$ cat src/rtl/tf_pkg.sv
package tf_pkg;
  localparam int TF_DW     = 8;
  localparam int NUM_CH    = 2;
  localparam int NUM_Q     = 5;
  localparam int FIS_BYTES = 20;
  localparam int FIS_W     = FIS_BYTES * TF_DW;

  // command-block offsets (ATA ordering, decoded by the device side)
  localparam logic [2:0] OFF_FEAT = 3'd1;
  localparam logic [2:0] OFF_DEV  = 3'd6;
  localparam logic [2:0] OFF_CMD  = 3'd7;

  // queue index = offset - 1
  localparam int Q_FEAT = 0;
  localparam int Q_CNT  = 1;
  localparam int Q_LO   = 2;
  localparam int Q_MID  = 3;
  localparam int Q_HI   = 4;

  localparam int CTL_HOB_BIT  = 7;
  localparam int CTL_SRST_BIT = 2;

  typedef logic [NUM_Q-1:0][TF_DW-1:0] qbytes_t;
endpackage

$ cat src/rtl/tf_pair.sv
module tf_pair #(
  parameter int DW = 8
) (
  input  logic          clk,
  input  logic          rst,
  input  logic          clr,
  input  logic          push,
  input  logic [DW-1:0] din,
  output logic [DW-1:0] newest,
  output logic [DW-1:0] oldest
);
  always_ff @(posedge clk) begin
    if (rst || clr) begin
      newest <= '0;
      oldest <= '0;
    end else if (push) begin
      oldest <= newest;
      newest <= din;
    end
  end
endmodule

$ cat src/rtl/tf_decode.sv
module tf_decode #(
  parameter int          ADDR_W  = 16,
  parameter logic [15:0] PRI_CMD = 16'h01F0,
  parameter logic [15:0] PRI_CTL = 16'h03F6,
  parameter logic [15:0] SEC_CMD = 16'h0170,
  parameter logic [15:0] SEC_CTL = 16'h0376
) (
  input  logic [ADDR_W-1:0] addr,
  output logic [1:0]        cmd_hit,
  output logic [1:0]        ctl_hit,
  output logic [2:0]        off
);
  logic [ADDR_W-1:0] cmd_base [2];
  logic [ADDR_W-1:0] ctl_addr [2];

  assign cmd_base[0] = ADDR_W'(PRI_CMD);
  assign cmd_base[1] = ADDR_W'(SEC_CMD);
  assign ctl_addr[0] = ADDR_W'(PRI_CTL);
  assign ctl_addr[1] = ADDR_W'(SEC_CTL);
  assign off = addr[2:0];

  for (genvar c = 0; c < 2; c++) begin : g_hit
    assign cmd_hit[c] = (addr[ADDR_W-1:3] == cmd_base[c][ADDR_W-1:3]);
    assign ctl_hit[c] = (addr == ctl_addr[c]);
  end
endmodule

$ cat src/rtl/tf_fis_pack.sv
module tf_fis_pack
  import tf_pkg::*;
(
  input  logic [TF_DW-1:0] command,
  input  logic [TF_DW-1:0] device,
  input  logic [TF_DW-1:0] control,
  input  qbytes_t          cur,
  input  qbytes_t          prev,
  output logic [FIS_W-1:0] fis
);
  logic [FIS_BYTES-1:0][TF_DW-1:0] b;

  always_comb begin
    b      = '0;
    b[0]   = 8'h27;
    b[1]   = 8'h80;
    b[2]   = command;
    b[3]   = cur[Q_FEAT];
    b[4]   = cur[Q_LO];
    b[5]   = cur[Q_MID];
    b[6]   = cur[Q_HI];
    b[7]   = device;
    b[8]   = prev[Q_LO];
    b[9]   = prev[Q_MID];
    b[10]  = prev[Q_HI];
    b[11]  = prev[Q_FEAT];
    b[12]  = cur[Q_CNT];
    b[13]  = prev[Q_CNT];
    b[15]  = control;
  end

  assign fis = b;
endmodule

$ cat src/rtl/tf_shadow.sv
module tf_shadow
  import tf_pkg::*;
#(
  parameter int          ADDR_W  = 16,
  parameter logic [15:0] PRI_CMD = 16'h01F0,
  parameter logic [15:0] PRI_CTL = 16'h03F6,
  parameter logic [15:0] SEC_CMD = 16'h0170,
  parameter logic [15:0] SEC_CTL = 16'h0376
) (
  input  logic                 clk,
  input  logic                 rst,
  input  logic                 wr_en,
  input  logic                 rd_en,
  input  logic [ADDR_W-1:0]    addr,
  input  logic [TF_DW-1:0]     wdata,
  output logic [TF_DW-1:0]     rd_data,
  output logic                 rd_valid,
  output logic                 fis_valid,
  output logic                 fis_chan,
  output logic [FIS_W-1:0]     fis_data
);
  logic [1:0] cmd_hit, ctl_hit;
  logic [2:0] off;

  tf_decode #(
    .ADDR_W(ADDR_W), .PRI_CMD(PRI_CMD), .PRI_CTL(PRI_CTL),
    .SEC_CMD(SEC_CMD), .SEC_CTL(SEC_CTL)
  ) dec_i (
    .addr(addr), .cmd_hit(cmd_hit), .ctl_hit(ctl_hit), .off(off)
  );

  qbytes_t          q_new [NUM_CH];
  qbytes_t          q_old [NUM_CH];
  logic [TF_DW-1:0] dev_r [NUM_CH];
  logic [TF_DW-1:0] ctl_r [NUM_CH];

  for (genvar c = 0; c < NUM_CH; c++) begin : g_ch
    logic soft_clr;
    assign soft_clr = wr_en && ctl_hit[c] && wdata[CTL_SRST_BIT];

    for (genvar q = 0; q < NUM_Q; q++) begin : g_q
      logic push;
      assign push = wr_en && cmd_hit[c] && (off == 3'(q + 1));
      tf_pair #(.DW(TF_DW)) pair_i (
        .clk(clk), .rst(rst), .clr(soft_clr), .push(push), .din(wdata),
        .newest(q_new[c][q]), .oldest(q_old[c][q])
      );
    end

    always_ff @(posedge clk) begin
      if (rst) begin
        dev_r[c] <= '0;
        ctl_r[c] <= '0;
      end else if (wr_en) begin
        if (cmd_hit[c] && off == OFF_DEV) dev_r[c] <= wdata;
        if (ctl_hit[c])                   ctl_r[c] <= wdata;
      end
    end
  end

  // read selection
  logic [TF_DW-1:0] rd_next;
  always_comb begin
    rd_next = '0;
    for (int c = 0; c < NUM_CH; c++) begin
      if (cmd_hit[c]) begin
        if (off >= OFF_FEAT && off < OFF_DEV) begin
          rd_next = ctl_r[c][CTL_HOB_BIT] ? q_old[c][int'(off) - 1]
                                          : q_new[c][int'(off) - 1];
        end else if (off == OFF_DEV) begin
          rd_next = dev_r[c];
        end
      end
      if (ctl_hit[c]) rd_next = ctl_r[c];
    end
  end

  always_ff @(posedge clk) begin
    if (rst) begin
      rd_data  <= '0;
      rd_valid <= 1'b0;
    end else begin
      rd_valid <= rd_en;
      rd_data  <= rd_en ? rd_next : '0;
    end
  end

  // FIS assembly on command write
  logic             cmd_wr;
  logic             cmd_ch;
  logic [FIS_W-1:0] fis_next;

  assign cmd_wr = wr_en && (|cmd_hit) && (off == OFF_CMD);
  assign cmd_ch = cmd_hit[1];

  tf_fis_pack pack_i (
    .command(wdata),
    .device (dev_r[cmd_ch]),
    .control(ctl_r[cmd_ch]),
    .cur    (q_new[cmd_ch]),
    .prev   (q_old[cmd_ch]),
    .fis    (fis_next)
  );

  always_ff @(posedge clk) begin
    if (rst) begin
      fis_valid <= 1'b0;
      fis_chan  <= 1'b0;
      fis_data  <= '0;
    end else begin
      fis_valid <= cmd_wr;
      if (cmd_wr) begin
        fis_chan <= cmd_ch;
        fis_data <= fis_next;
      end
    end
  end
endmodule

$ cat config.mk
export PLATFORM = sky130hd
export DESIGN_NAME = tf_shadow
export DESIGN_NICKNAME = d
export VERILOG_FILES = /design/src/rtl/tf_pkg.sv /design/src/rtl/tf_pair.sv /design/src/rtl/tf_decode.sv /design/src/rtl/tf_fis_pack.sv /design/src/rtl/tf_shadow.sv
export SDC_FILE = /design/constraint.sdc
export NUM_CORES = 1
export LEC_CHECK = 0
export BUFFER_PORTS_ARGS = -buffer_cell sky130_fd_sc_hd__buf_2
export CORE_ASPECT_RATIO = 0.8
export CORE_MARGIN = 2
export CORE_UTILIZATION = 34
export CTS_BUF_LIST = sky130_fd_sc_hd__clkbuf_4 sky130_fd_sc_hd__clkbuf_8 sky130_fd_sc_hd__clkbuf_16
export CTS_CLUSTER_DIAMETER = 80
export CTS_CLUSTER_SIZE = 28
export DETAILED_ROUTE_END_ITERATION = 10
export GPL_TIMING_DRIVEN = 0
export PLACE_DENSITY = 0.61
export SLEW_MARGIN = 20
export SYNTH_ARGS = -nofsm -noshare
export SYNTH_HDL_FRONTEND = slang
export SYNTH_SLANG_ARGS = --single-unit
$ cat constraint.sdc
create_clock -name clk -period 5 [get_ports clk]
set_clock_uncertainty 0.1 [all_clocks]
set_input_delay 0 -clock clk [delete_from_list [all_inputs] [get_ports clk]]
set_output_delay 0 -clock clk [all_outputs]
set_load 0.01 [all_outputs]
After elaboration in Yosys (flattened, before gate mapping)
Memories as Yosys holds them, arrays and structs flattened. A register that Yosys moved wholly into a read port is not among the register bits.
Cells that the tools add are included.
{ "op_classes": {"div_mod_pow": 0, "n_mul": 0, "order_cmp": 4, "reduce_logical": 25, "shift": 0, "n_bitwise": 6, "n_eq_ne": 11, "n_mux": 50, "n_addsub": 1} }
{ "ops": {"columns": ["op", "count"], "rows": [
  ["$mux W40", 6],
  ["$mux W8", 22],
  ["$bmux W8 S3", 4],
  ["$eq A16 B10 Y1 const B", 2],
  ["$eq A13 B6 Y1 const B", 2],
  ["$logic_and A1 B1 Y1", 21],
  ["$mux W1", 18],
  ["$eq A3 B3 Y1 const B", 4],
  ["$eq A3 B2 Y1 const B", 2],
  ["$lt A4 B5 Y1 const B", 1],
  ["$or A1 B1 Y1", 4],
  ["$reduce_or A2 Y1", 2],
  ["$sub A3 B1 Y4 const B", 1],
  ["$eq A3 B1 Y1 const B", 1],
  ["$ge A3 B1 Y1 const B", 1],
  ["$lt A3 B3 Y1 const B", 1],
  ["$ge A2 B2 Y1 const B", 1],
  ["$logic_or A1 B1 Y1", 2],
  ["$not A1 Y2", 1],
  ["$not A1 Y1", 1]
]} }
{ "totals": {"latch_bits": 0, "ram_bits": 32, "mem_count": 2, "elab_cells": 124, "inputBits": 28, "romBits": 0, "ff_bits": 280} }
{ "mem_list": {"columns": ["name", "words", "word_bits", "read_ports", "rd_clocked_by_memory_dff", "wr", "line", "source"], "rows": [
  ["ctl_r", 2, 8, 3, 1, 2, "tf_shadow.sv:35", "logic [TF_DW-1:0] ctl_r [NUM_CH];"],
  ["dev_r", 2, 8, 3, 1, 2, "tf_shadow.sv:34", "logic [TF_DW-1:0] dev_r [NUM_CH];"]
]} }

Longest topological paths before layout
{ "logic_depth": {"word_depth": 12, "ltp_mapped": 13, "ltp_nobuf": 8} }

Hierarchy
From an unflattened synthesis, not the netlist that was laid out.
{ "unflattened": {"hier_cells": 1836, "hier_area_um2": 17146.4} }
{ "modules_own_cells": {"columns": ["module", "seq_area_each_um2", "cells_each", "instances", "area_each_um2"], "rows": [
  ["tf_shadow", 4384.2, 1130, 1, 10008.3],
  ["tf_pair", 320.3, 53, 10, 581.8],
  ["tf_fis_pack", 0.0, 162, 1, 1208.7],
  ["tf_decode", 0.0, 14, 1, 111.4]
]} }

Least setup slack after synthesis
Ideal clock, no wire load.
{ "synth_timing": {"kind": "input-to-reg", "from": "input addr[0]", "to": "register rd_data[4]", "t_arrival_ns": 3.018, "setup_slack_ns": 1.766, "path_stages": 12, "required_ns": 4.784, "path_cell_list": "buf_1 -> clkbuf_1 -> inv_1 -> ha_1 -> ha_1 -> clkbuf_1 -> clkbuf_1 -> mux4_2 -> o2bb2ai_1 -> a222oi_1 -> o221ai_1 -> o211a_1"} }
{ "synth_between": {"elab_chain_cells": 12} }
{ "synth_lines": {"columns": ["item", "line", "source"], "rows": [
  ["start, declared", "tf_shadow.sv:14", "input logic [ADDR_W-1:0] addr,"],
  ["$sub A3 B1 Y4", "tf_shadow.sv:68, tf_shadow.sv:69", null],
  ["$bmux W8 S3, on equally long branches", "tf_shadow.sv:69, tf_shadow.sv:68", null],
  ["$mux W8, on equally long branches (2 in series)", "tf_shadow.sv:69, tf_shadow.sv:68", null],
  ["$mux W8", "tf_shadow.sv:68", "rd_next = ctl_r[c][CTL_HOB_BIT] ? q_old[c][int'(off) - 1]"],
  ["$mux W8", "tf_shadow.sv:67", "if (off >= OFF_FEAT && off < OFF_DEV) begin"],
  ["$mux W8", "tf_shadow.sv:66", "if (cmd_hit[c]) begin"],
  ["$mux W8", "tf_shadow.sv:74", "if (ctl_hit[c]) rd_next = ctl_r[c];"],
  ["$mux W8", "tf_shadow.sv:70", "end else if (off == OFF_DEV) begin"],
  ["$mux W8", "tf_shadow.sv:67", null],
  ["$mux W8", "tf_shadow.sv:66", null],
  ["$mux W8 *", "tf_shadow.sv:74", null],
  ["end signal, assigned", "tf_shadow.sv:84", "rd_data <= rd_en ? rd_next : '0;"],
  ["end, declared", "tf_shadow.sv:16", "output logic [TF_DW-1:0] rd_data,"]
]} }
Every way passes the cells marked *; elsewhere a longest branch is shown, timed or not. The select of a mux whose other input is x is not followed.
A chain may end at the register's enable or synchronous reset.

Worst setup path after layout
{ "layout_timing": {"from": "input addr[0]", "to": "register rd_data[5]"} }
The elaborated chain is that of the path after synthesis.

==> results_dict.tcl <==
set metrics [dict create \
    htree_levels 1 \
    die_y_um 184 \
    ios 199 \
    numCtsBuffers 16 \
    insertion_delay_ns 0.54 \
    async_flop_share_pct 0 \
    cp_cell_sequence "buf_2, buf_1, clkbuf_1, inv_1, ha_1, ha_1, clkbuf_1, clkbuf_1, mux4_2, o2bb2ai_1, a222oi_1, o221ai_1, o211a_1" \
    rr_worst_depth 8 \
    hold_path_depth 5 \
    via_count 12500 \
    cp.required_ns 5.32 \
    r2r-start "ctl_r[0][7]" \
    cts.path.max_buffers 3 \
    wl_met3_um 5280 \
    end_kind "flip-flop" \
    highest_layer "met4" \
    r2r-end "rd_data[7]" \
    first_pass_iters 6 \
    wl_met1_um 24200 \
    core.rowCount 66 \
    max_stage_delay_ns 0.63 \
    cp_max_fo 10 \
    hold_viol 0 \
    ant_nets 0 \
    grt_max_degree 30 \
    grt_use_total_pct 24.5 \
    setup_tns_ns 0 \
    clk_pin_slew_worst_paths_ns 0.11 \
    tightest_slew_ns 1.14 \
    synth.yosys.warnings 0 \
    avgSynthCellArea_um2 8.88 \
    grt_overflow_total 0 \
    maxCapViolations 0 \
    yosys_register_bits 308 \
    crit_slowest_cell "clkbuf_1" \
    cts_sinks 308 \
    peakVddDrop_uv 206 \
    synth-main-ff-cell "dfxtp_1" \
    synth-edff-count 32 \
    p_per_area_mw_per_mm2 271 \
    gp_congestion 0.957 \
    critPathKind "in2reg" \
    met2WireLength_um 22700 \
    dpl_cell_area_mm2 0.0154 \
    die_x_um 229 \
    syn_area_mm2 0.0138 \
    die-area_mm2 0.0423 \
    synth.distinct_cells 50 \
    min-delay-start "addr[9]" \
    via_per_inst 5.36 \
    status "finished, final reports clean" \
    cts_tree "built" \
    min_to "g_ch[0].g_q[3].pair_i.oldest[7]" \
    cp_top_family "buffers and inverters" \
    start_util_pct 34.2 \
    critPathMostFrequentCell "clkbuf_1" \
    synth-seq-area-share_pct 46.9 \
    fmax_mhz 217 \
    drc 0 \
    grt_pass1_vias 11800 \
    drtIter0Drc 1518 \
    path_buf_inv 6 \
    setup_viol 0 \
    period_minus_slack_ns 4.61 \
    antenna_found_initial 4 \
    grt_pass1_wl_um 76800 \
    netlist_instances 1557 \
    holdWs_ns 0.0801 \
    rsz0062_at_grt "no" \
    drive_gt1_share_pct 16.9 \
    cts_root_buf "clkbuf_16" \
    slew_violations 0 \
    rrSetupSlack_ns 1.24 \
    min_path_type "in2reg" \
    critPathArrivalTime_ns 4.92 \
    final_area_mm2 0.0161 \
    drt_wl_total_um 53200 \
    finalCritPeriodShare_pct 92.1 \
    nNetsFinal 1815 \
    portBuffers 144 \
    relSlewSlack_pct 24.2 \
    leakagePower_nw 6.49 \
    start_kind "input pin" \
    area_growth_pct 16.2 \
    coreArea_mm2 0.0404 \
    wl_per_cell_um 22.8 \
    hpwl_um 40300 \
]
==> sequential cells by signal (all words and copies together), names as in the netlist <==
signal	count
rd_valid	1
fis_data	105
g_ch.g_q.pair_i.newest	80
fis_valid	1
ctl_r	16
fis_chan	1
g_ch.g_q.pair_i.oldest	80
rd_data	8
dev_r	16
==> area by class of cell <==
cell class / count / area, um2
flip-flops and latches: 308 / 6490
plain buffers: 179 / 1000
clock inverters: 5 / 76.3
diodes: 1 / 2.50
clock buffers: 19 / 440
fillers: 4135 / 24300
well taps: 544 / 681
multi-input cells: 1115 / 6520
inverters: 5 / 18.8
repair buffers: 156 / 841
==> per-stage QoR <==
stage	cells	utilization (%)	worst slack, ns	power (W)
3_5_place_dp	2295	38.2	0.0315	0.00283
6_report	2332	39.8	0.393	0.00435
4_1_cts	2331	39.8	0.596	0.00436
3_3_place_gp	2295	38.2	-0.00122	0.00283
5_1_grt	2332	39.8	0.212	0.00448
2_1_floorplan	1607	-	1.77	0.00273
==> tightest hold or removal path, cell delays in order <==
cell and delay (ns):
buf_2 0.12, nor4_4 0.11, nand3_2 0.25, mux2i_1 0.11
nor2_1 0.08
==> cell usage after synthesis (all sizes together), types with 2 or more instances <==
library cell    n  area (um2)
a21oi          89         445
a221oi          2        17.5
a222oi          7        70.1
a311oi         96         841
a32oi           8        70.1
and2           34         213
and3            4        25.0
buf           108         733
clkbuf         71         267
dfxtp         276        5530
edfxtp         32         961
ha              6        75.1
inv             5        18.8
mux2i         132        1320
mux4           14         315
nand2         376        1410
nand2b         13        81.3
nand3          10        60.1
nand3b          3        22.5
nand4           5        50.1
nor2          195         732
nor3           12        76.3
nor4            2        33.8
o211a           7        70.1
o21bai          6        45.0
o221ai          7        61.3
o22ai          18         113
o2bb2ai         7        61.3
or4b            2        20.0
==> worst max path at each step <==
| stage | start | end | slack, ns | cells after the start |
|---|---|---|---|---|
| 2_1_floorplan | addr[0] | rd_data[4] | 1.77 | 12 |
| 3_3_place_gp | addr[0] | rd_data[4] | -0.001 | 13 |
| 3_5_place_dp | addr[0] | rd_data[4] | 0.03 | 13 |
| 4_1_cts | addr[0] | rd_data[4] | 0.60 | 13 |
| 5_1_grt | addr[0] | rd_data[4] | 0.21 | 13 |
| 6_report | addr[0] | rd_data[5] | 0.39 | 13 |
==> power by group <==
part           internal (W)  switching (W)  leakage [nW]
Combinational     0.0000825       0.000191          3.71
Clock              0.000663       0.000896         0.252
Sequential          0.00251      0.0000109          2.53
Total               0.00325        0.00110          6.49
==> cells by family after synthesis <==
kind of cell,Yosys count,share of synthesized area (%)
buffers and inverters,184,7.37
AOI/OAI and AO/OA,250,13.1
adders and majority gates,6,0.543
DFF,308,46.9
muxes,147,11.9
and+or+nand+nor,661,20.1
other,1,0.0271
==> layer usage <==
layer / GRT usage (%) / vias to the layer above
met5: 0 / -
met4: 5.32 / 0
met3: 6.14 / 67
met2: 37.0 / 576
met1: 35.2 / 6129
li1: - / 5739
==> placed cells by master, fill, tap and decap left out, types with 6 or more instances in the layout <==
cell	instances
clkbuf_16	17
clkbuf_1	70
a311oi_1	96
o211a_1	7
edfxtp_1	32
mux2i_1	132
ha_1	6
a222oi_1	7
a21oi_1	89
and2_1	32
buf_6	9
dlygate4sd3_1	12
dfxtp_1	276
conb_1	51
o221ai_1	7
nand3_1	8
nand2_1	375
o22ai_1	18
a32oi_1	8
o2bb2ai_1	7
o21bai_1	6
nor3_1	10
nor2_1	195
buf_4	57
mux4_2	14
nand2b_1	13
buf_2	181
==> repair_timing <==
action                    in CTS  in global routing
buffers inserted               0                  0
resized for setup              0                  0
hold endpoints to repair      42                  0
hold buffers                  12                  0
No activity file was read; power rests on OpenSTA's default activity.
